==> src/rtl/tvd_pkg.sv <==
package tvd_pkg;

    localparam int SYM_W_DEF = 8;
    localparam int AMP_W_DEF = 7;
    localparam int DEPTH_MAX = 32;
    localparam int SURV_W    = DEPTH_MAX + 1;
    localparam int CNT_W     = $clog2(SURV_W + 1);

    typedef enum logic [1:0] {
        DEPTH_4  = 2'b00,
        DEPTH_6  = 2'b01,
        DEPTH_8  = 2'b10,
        DEPTH_32 = 2'b11
    } depth_code_t;

    typedef struct packed {
        logic ok;
        logic val;
    } decision_t;

    function automatic logic [CNT_W-1:0] depth_of(input depth_code_t code);
        case (code)
            DEPTH_4:  return CNT_W'(4);
            DEPTH_6:  return CNT_W'(6);
            DEPTH_8:  return CNT_W'(8);
            default:  return CNT_W'(DEPTH_MAX);
        endcase
    endfunction

endpackage

==> src/rtl/tvd_slicer.sv <==
module tvd_slicer #(
    parameter int SYM_W = tvd_pkg::SYM_W_DEF,
    parameter int AMP_W = tvd_pkg::AMP_W_DEF
) (
    input  logic signed [SYM_W-1:0] sample,
    input  logic        [AMP_W-1:0] thr,
    output logic                    mark
);
    localparam int MAG_W = SYM_W + 1;

    logic [MAG_W-1:0] mag;

    always_comb begin
        if (sample[SYM_W-1])
            mag = MAG_W'(-$signed({sample[SYM_W-1], sample}));
        else
            mag = MAG_W'({1'b0, sample});
        mark = mag > MAG_W'(thr);
    end

endmodule

==> src/rtl/tvd_lane.sv <==
module tvd_lane
    import tvd_pkg::*;
#(
    parameter int SYM_W = SYM_W_DEF,
    parameter int AMP_W = AMP_W_DEF
) (
    input  logic                    clk,
    input  logic                    rst,
    input  logic                    clr,
    input  logic                    upd,
    input  logic signed [SYM_W-1:0] sample,
    input  logic        [AMP_W-1:0] amp,
    input  logic        [CNT_W-1:0] depth,
    output decision_t               dec
);
    localparam int DW   = SYM_W + 2;
    localparam int MW   = 2 * DW;
    localparam logic [MW-1:0] BIAS = MW'(1) << (MW - 3);

    // state 0: next mark is +amp, state 1: next mark is -amp
    logic [MW-1:0]     pm0_q, pm1_q;
    logic [SURV_W-1:0] sv0_q, sv1_q;
    logic [CNT_W-1:0]  cnt_q;

    logic [MW-1:0]     b_pm0, b_pm1;
    logic [SURV_W-1:0] b_sv0, b_sv1;
    logic [CNT_W-1:0]  b_cnt;

    logic [MW-1:0]     bm_zero, bm_pos, bm_neg;
    logic [MW-1:0]     s0_stay, s0_cross, s1_stay, s1_cross;
    logic [MW-1:0]     raw0, raw1, low, n_pm0, n_pm1;
    logic [SURV_W-1:0] n_sv0, n_sv1;
    logic [CNT_W-1:0]  n_cnt;
    logic              best1;

    function automatic logic [MW-1:0] sq_dist(input logic signed [SYM_W-1:0] x,
                                              input logic signed [DW-1:0] lvl);
        logic signed [DW-1:0] d;
        logic signed [MW-1:0] p;
        d = $signed({{2{x[SYM_W-1]}}, x}) - lvl;
        p = d * d;
        return MW'(p);
    endfunction

    logic signed [DW-1:0] lvl_pos, lvl_neg;

    always_comb begin
        lvl_pos = $signed({{(DW-AMP_W){1'b0}}, amp});
        lvl_neg = -lvl_pos;

        b_pm0 = clr ? '0   : pm0_q;
        b_pm1 = clr ? BIAS : pm1_q;
        b_sv0 = clr ? '0   : sv0_q;
        b_sv1 = clr ? '0   : sv1_q;
        b_cnt = clr ? '0   : cnt_q;

        bm_zero = sq_dist(sample, '0);
        bm_pos  = sq_dist(sample, lvl_pos);
        bm_neg  = sq_dist(sample, lvl_neg);

        // into state 0: stay with a space, or mark -amp from state 1
        s0_stay  = b_pm0 + bm_zero;
        s0_cross = b_pm1 + bm_neg;
        // into state 1: stay with a space, or mark +amp from state 0
        s1_stay  = b_pm1 + bm_zero;
        s1_cross = b_pm0 + bm_pos;

        if (s0_cross < s0_stay) begin
            raw0  = s0_cross;
            n_sv0 = {b_sv1[SURV_W-2:0], 1'b1};
        end else begin
            raw0  = s0_stay;
            n_sv0 = {b_sv0[SURV_W-2:0], 1'b0};
        end

        if (s1_cross < s1_stay) begin
            raw1  = s1_cross;
            n_sv1 = {b_sv0[SURV_W-2:0], 1'b1};
        end else begin
            raw1  = s1_stay;
            n_sv1 = {b_sv1[SURV_W-2:0], 1'b0};
        end

        low   = (raw1 < raw0) ? raw1 : raw0;
        n_pm0 = raw0 - low;
        n_pm1 = raw1 - low;
        best1 = raw1 < raw0;

        n_cnt = (b_cnt == CNT_W'(SURV_W)) ? b_cnt : b_cnt + 1'b1;

        dec.ok  = upd && (n_cnt > depth);
        dec.val = best1 ? n_sv1[depth] : n_sv0[depth];
    end

    always_ff @(posedge clk) begin
        if (rst) begin
            pm0_q <= '0;
            pm1_q <= BIAS;
            sv0_q <= '0;
            sv1_q <= '0;
            cnt_q <= '0;
        end else if (upd) begin
            pm0_q <= n_pm0;
            pm1_q <= n_pm1;
            sv0_q <= n_sv0;
            sv1_q <= n_sv1;
            cnt_q <= n_cnt;
        end else if (clr) begin
            pm0_q <= '0;
            pm1_q <= BIAS;
            sv0_q <= '0;
            sv1_q <= '0;
            cnt_q <= '0;
        end
    end

endmodule

==> src/rtl/tvd_top.sv <==
module tvd_top
    import tvd_pkg::*;
#(
    parameter int SYM_W = SYM_W_DEF,
    parameter int AMP_W = AMP_W_DEF
) (
    input  logic                    clk,
    input  logic                    rst,
    input  logic                    sym_valid,
    input  logic signed [SYM_W-1:0] sym_in,
    input  logic                    vit_en,
    input  logic [1:0]              depth_sel,
    input  logic [AMP_W-1:0]        amp,
    input  logic [AMP_W-1:0]        thr,
    output logic                    bit_valid,
    output logic                    bit_out
);
    localparam int LANES = 2;

    logic             prev_en_q;
    logic [1:0]       prev_sel_q;
    logic             phase_q;
    logic             restart;
    logic             cur_phase;
    logic [CNT_W-1:0] depth;
    logic             slice_bit;
    decision_t        lane_dec [LANES];
    decision_t        pick;

    assign restart   = (vit_en != prev_en_q) || (depth_sel != prev_sel_q);
    assign cur_phase = restart ? 1'b0 : phase_q;
    assign depth     = depth_of(depth_code_t'(depth_sel));

    for (genvar k = 0; k < LANES; k++) begin : g_lane
        tvd_lane #(
            .SYM_W (SYM_W),
            .AMP_W (AMP_W)
        ) u_lane (
            .clk    (clk),
            .rst    (rst),
            .clr    (restart),
            .upd    (sym_valid && vit_en && (cur_phase == k[0])),
            .sample (sym_in),
            .amp    (amp),
            .depth  (depth),
            .dec    (lane_dec[k])
        );
    end

    tvd_slicer #(
        .SYM_W (SYM_W),
        .AMP_W (AMP_W)
    ) u_slicer (
        .sample (sym_in),
        .thr    (thr),
        .mark   (slice_bit)
    );

    always_comb begin
        if (vit_en)
            pick = cur_phase ? lane_dec[1] : lane_dec[0];
        else
            pick = '{ok: sym_valid, val: slice_bit};
    end

    always_ff @(posedge clk) begin
        if (rst) begin
            prev_en_q  <= 1'b0;
            prev_sel_q <= 2'b00;
            phase_q    <= 1'b0;
            bit_valid  <= 1'b0;
            bit_out    <= 1'b0;
        end else begin
            prev_en_q  <= vit_en;
            prev_sel_q <= depth_sel;
            phase_q    <= (sym_valid && vit_en) ? ~cur_phase : cur_phase;
            bit_valid  <= pick.ok;
            bit_out    <= pick.ok ? pick.val : 1'b0;
        end
    end

endmodule

==> config.mk <==
export PLATFORM = sky130hd
export DESIGN_NAME = tvd_top
export DESIGN_NICKNAME = d
export VERILOG_FILES = /design/src/rtl/tvd_pkg.sv /design/src/rtl/tvd_slicer.sv /design/src/rtl/tvd_lane.sv /design/src/rtl/tvd_top.sv
export SDC_FILE = /design/constraint.sdc
export NUM_CORES = 2
export LEC_CHECK = 0
export BUFFER_PORTS_ARGS = -buffer_cell sky130_fd_sc_hd__buf_2
export CAP_MARGIN = 25
export CORE_AREA = 2 2 329 249
export CTS_BUF_LIST = sky130_fd_sc_hd__clkbuf_8
export CTS_CLUSTER_SIZE = 24
export DETAILED_ROUTE_END_ITERATION = 8
export DIE_AREA = 0 0 331 251
export MAX_ROUTING_LAYER = met4
export PLACE_DENSITY = 0.82
export SLEW_MARGIN = 20
export SYNTH_ARGS = -nofsm -noshare
export SYNTH_HDL_FRONTEND = slang
export SYNTH_HIERARCHICAL = 1
export SYNTH_SLANG_ARGS = --single-unit
==> constraint.sdc <==
create_clock -name clk -period 21.7 [get_ports clk]
set_input_delay 4.34 -clock clk [delete_from_list [all_inputs] [get_ports clk]]
set_output_delay 4.34 -clock clk [all_outputs]
set_load 0.02 [all_outputs]
==> summary.md <==
| Metric | Value |
|---|---|
| Status | `finished clean` |
| Dpl hpwl | `92700 um` |
| Initial antenna violation count | `3` |
| Worst Hold Class | `reg2reg` |
| Layout cell share with drive strength beyond 1 | `under 10%` |
| CP Max Fanout | `58` |
| Peak Freq | `around 0.053 GHz` |
| Dpl cell area | `44700 um^2` |
| DR vias | `37400` |
| Clk root buf | `clkbuf_8` |
| First drt pass iteration count | `7` |
| Synthesized-area fraction occupied by adder cells | `35.7%` |
| Post-Route Setup TNS | `0 ns` |
| First DRT Iteration DRCs | `4023` |
| Slew Viols, Final | `0` |
| Die Wd | `between 300 and 400 um` |
| Clk slew on worst S/H paths | `0.06 ns` |
| First-pass GRT wire length | `between 150000 and 200000 um` |
| Post-synth EDFFs | `0` |
| Largest net degree at the start of global routing | `107` |
| Post-CTS sizing | `0` |
| Hold Violations, Final | `0` |
| # nets final | `6269` |
| Synth Flop Type | `dfxtp_1` |
| CTS Buf Count | `40` |
| Setup-failing EPs final | `0` |
| Synthesized instance count | `5322` |
| DRC | `0` |
| Post-Syn Area per Cell | `8.19 um^2` |
| Kind of critical path | `in2reg` |
| Final ANT Viol Nets | `0` |
| Post-synthesis xor/xnor area fraction | `6.96%` |
| Synth cell types | `131` |
| Clk buf depth | `3` |
| Post-Syn Area | `between 40000 and 50000 um^2` |
| Tcrit/Tclk final | `87.5%` |
| Post-CTS Setup Bufs | `0` |
| Top cells by area, synth | `fa_1, ha_1, dfxtp_1` |
| Crit-path most repeated cell | `a21oi_1` |
| Slew margin rel. | `33.7%` |
| GP Congestion | `about 1.0` |
| Final min period | `~19 ns` |
| CP Launch Type | `input port` |
| Clock Skew | `0.0382 ns` |
| Max cap viols | `0` |
| Vias per cell | `slightly below 6` |
| # rows | `90` |
| Worst EP arrival | `around 19 ns` |
| Global route overflow | `0` |
| # IOs | `30` |
| Synth top cells by count | `inv_1, ha_1, nor2_1` |
| Initial Util | `54.5%` |
| Slowest CP cell | `or4_4` |
| Clock tree from TritonCTS | `done` |
| Non-filler cells, final | `6344` |
| Max incr delay on CP | `0.57 ns` |
| Area fraction in compound gates after synthesis | `18.0%` |
| Worst Max-Slew Pin Slew | `0.990 ns` |
| Area fraction of the dominant cell type after synthesis | `between 10% and 20%` |
| Die H | `251 um` |
| Worst skew pair latency | `between 0.5 and 0.6 ns` |
| Synth warnings | `6` |
| Sequential share of the synthesized area | `between 10% and 20%` |
| Area growth, synth to finish | `4.57%` |
| Async set or reset register ratio after synthesis | `0%` |
| RSZ-0062 raised after global routing | `false` |
| Total global-route track usage | `28.6%` |
| Yosys reg bits | `226` |
| Mux contribution to synthesized area | `5.02%` |
| WL per Instance | `18.1 um` |
| H-tree depth | `2` |
| Setup slack, reg-to-reg | `8.05 ns` |
| Core Footprint | `80000 um^2` |
| Most common cell in the netlist | `inv_1` |
| CTS Sinks | `226` |
| Buffers on Ports | `29` |
| Simple-gate share of the synthesized area | `15.5%` |
| Vias in the first global route | `36600` |
| Routed WL | `about 120000 um` |
| Design Area, Final | `45600 um^2` |
| Post-cts hold buffer count | `0` |
| Placed insts | `6268` |
| Combinational family with the most area after synthesis | `adder cells` |
| Leading area contributor after synthesis | `fa_1` |
| Critical Path RT | `between 20 and 25 ns` |
| Critical Path Sink Type | `register` |
| Full die area | `83100 um^2` |
final cells by class:
type                            instances  area [um^2]
Fill cell                            7103        34400
Clock buffer                           54          743
Inverter                              775         2910
Clock inverter                         16          101
Multi-Input combinational cell       4148        35500
Tap cell                             1058         1320
Timing Repair Buffer                   62          432
Sequential cell                       226         4520
Antenna cell                            5         12.5
state kept, by name, indices dropped and copies added, names as in the netlist:
name / count
g_lane.u_lane/cnt_q: 12
prev_en_q: 1
g_lane.u_lane/pm0_q: 40
g_lane.u_lane/sv0_q: 64
g_lane.u_lane/pm1_q: 40
bit_valid: 1
prev_sel_q: 2
bit_out: 1
phase_q: 1
g_lane.u_lane/sv1_q: 64
cells by family after synthesis:
family          Yosys count
fa+ha+maj              1002
mux                     178
compound gates         1162
other cells               1
xor+xnor                341
flops                   226
buf+inv                 964
simple gates           1448
routing by layer:
metal / part of all wire, % / vias up / track usage, %
met5: 0 / - / -
met4: 1.8 / 0 / 5.70
met3: 10 / 173 / 5.75
met2: 41 / 1507 / 40.4
met1: 47 / 17900 / 42.1
li1: - / 17800 / -
per-stage QoR:
| step | hold slack (ns) | worst slack, ns | util, % |
|---|---|---|---|
| after global placement | 0.465 | 2.85 | 55.9 |
| after global routing | 0.512 | 1.70 | 57.0 |
| after floorplan | 0.456 | 3.02 | - |
| final | 0.483 | 2.71 | 57.0 |
| after CTS | 0.480 | 2.95 | 57.0 |
| after detailed placement | 0.471 | 2.34 | 55.9 |
worst max-delay path, delay by kind of cell:
kind | cells | cell delay [ns]
adders and majority gates | 11 | 4.75
and+or+nand+nor | 10 | 2.11
xor gates and xnor gates | 4 | 0.91
muxes | 1 | 0.13
AOI/OAI and AO/OA | 29 | 5.33
buffers and inverters | 9 | 1.75
final timing paths:
path | start | endpoint | depth (start not counted)
min | g_lane[1].u_lane/sv1_q[31] | g_lane[1].u_lane/sv1_q[31] | 2
max reg2reg | prev_en_q | g_lane[0].u_lane/pm1_q[19] | 47
min reg2reg | g_lane[1].u_lane/sv1_q[31] | g_lane[1].u_lane/sv1_q[31] | 2
max | sym_in[1] | g_lane[1].u_lane/pm1_q[19] | 64
cell usage in the layout (no fill, tap or decap), types with 94 or more instances in the layout:
cell     Yosys  routed
xnor2_1    235     235
inv_1      767     775
nor2_1     532     529
mux2i_1    130     130
ha_1       582     580
o21ai_0    162     162
dfxtp_1    226     226
xor2_1     102     102
a21oi_1    342     342
nor2b_1    124     123
a21o_1      94      94
fa_1       406     406
nand2_1    392     392
Power is not shown: default switching activity piles up to over one toggle a cycle in this logic, so the estimate is an artifact.
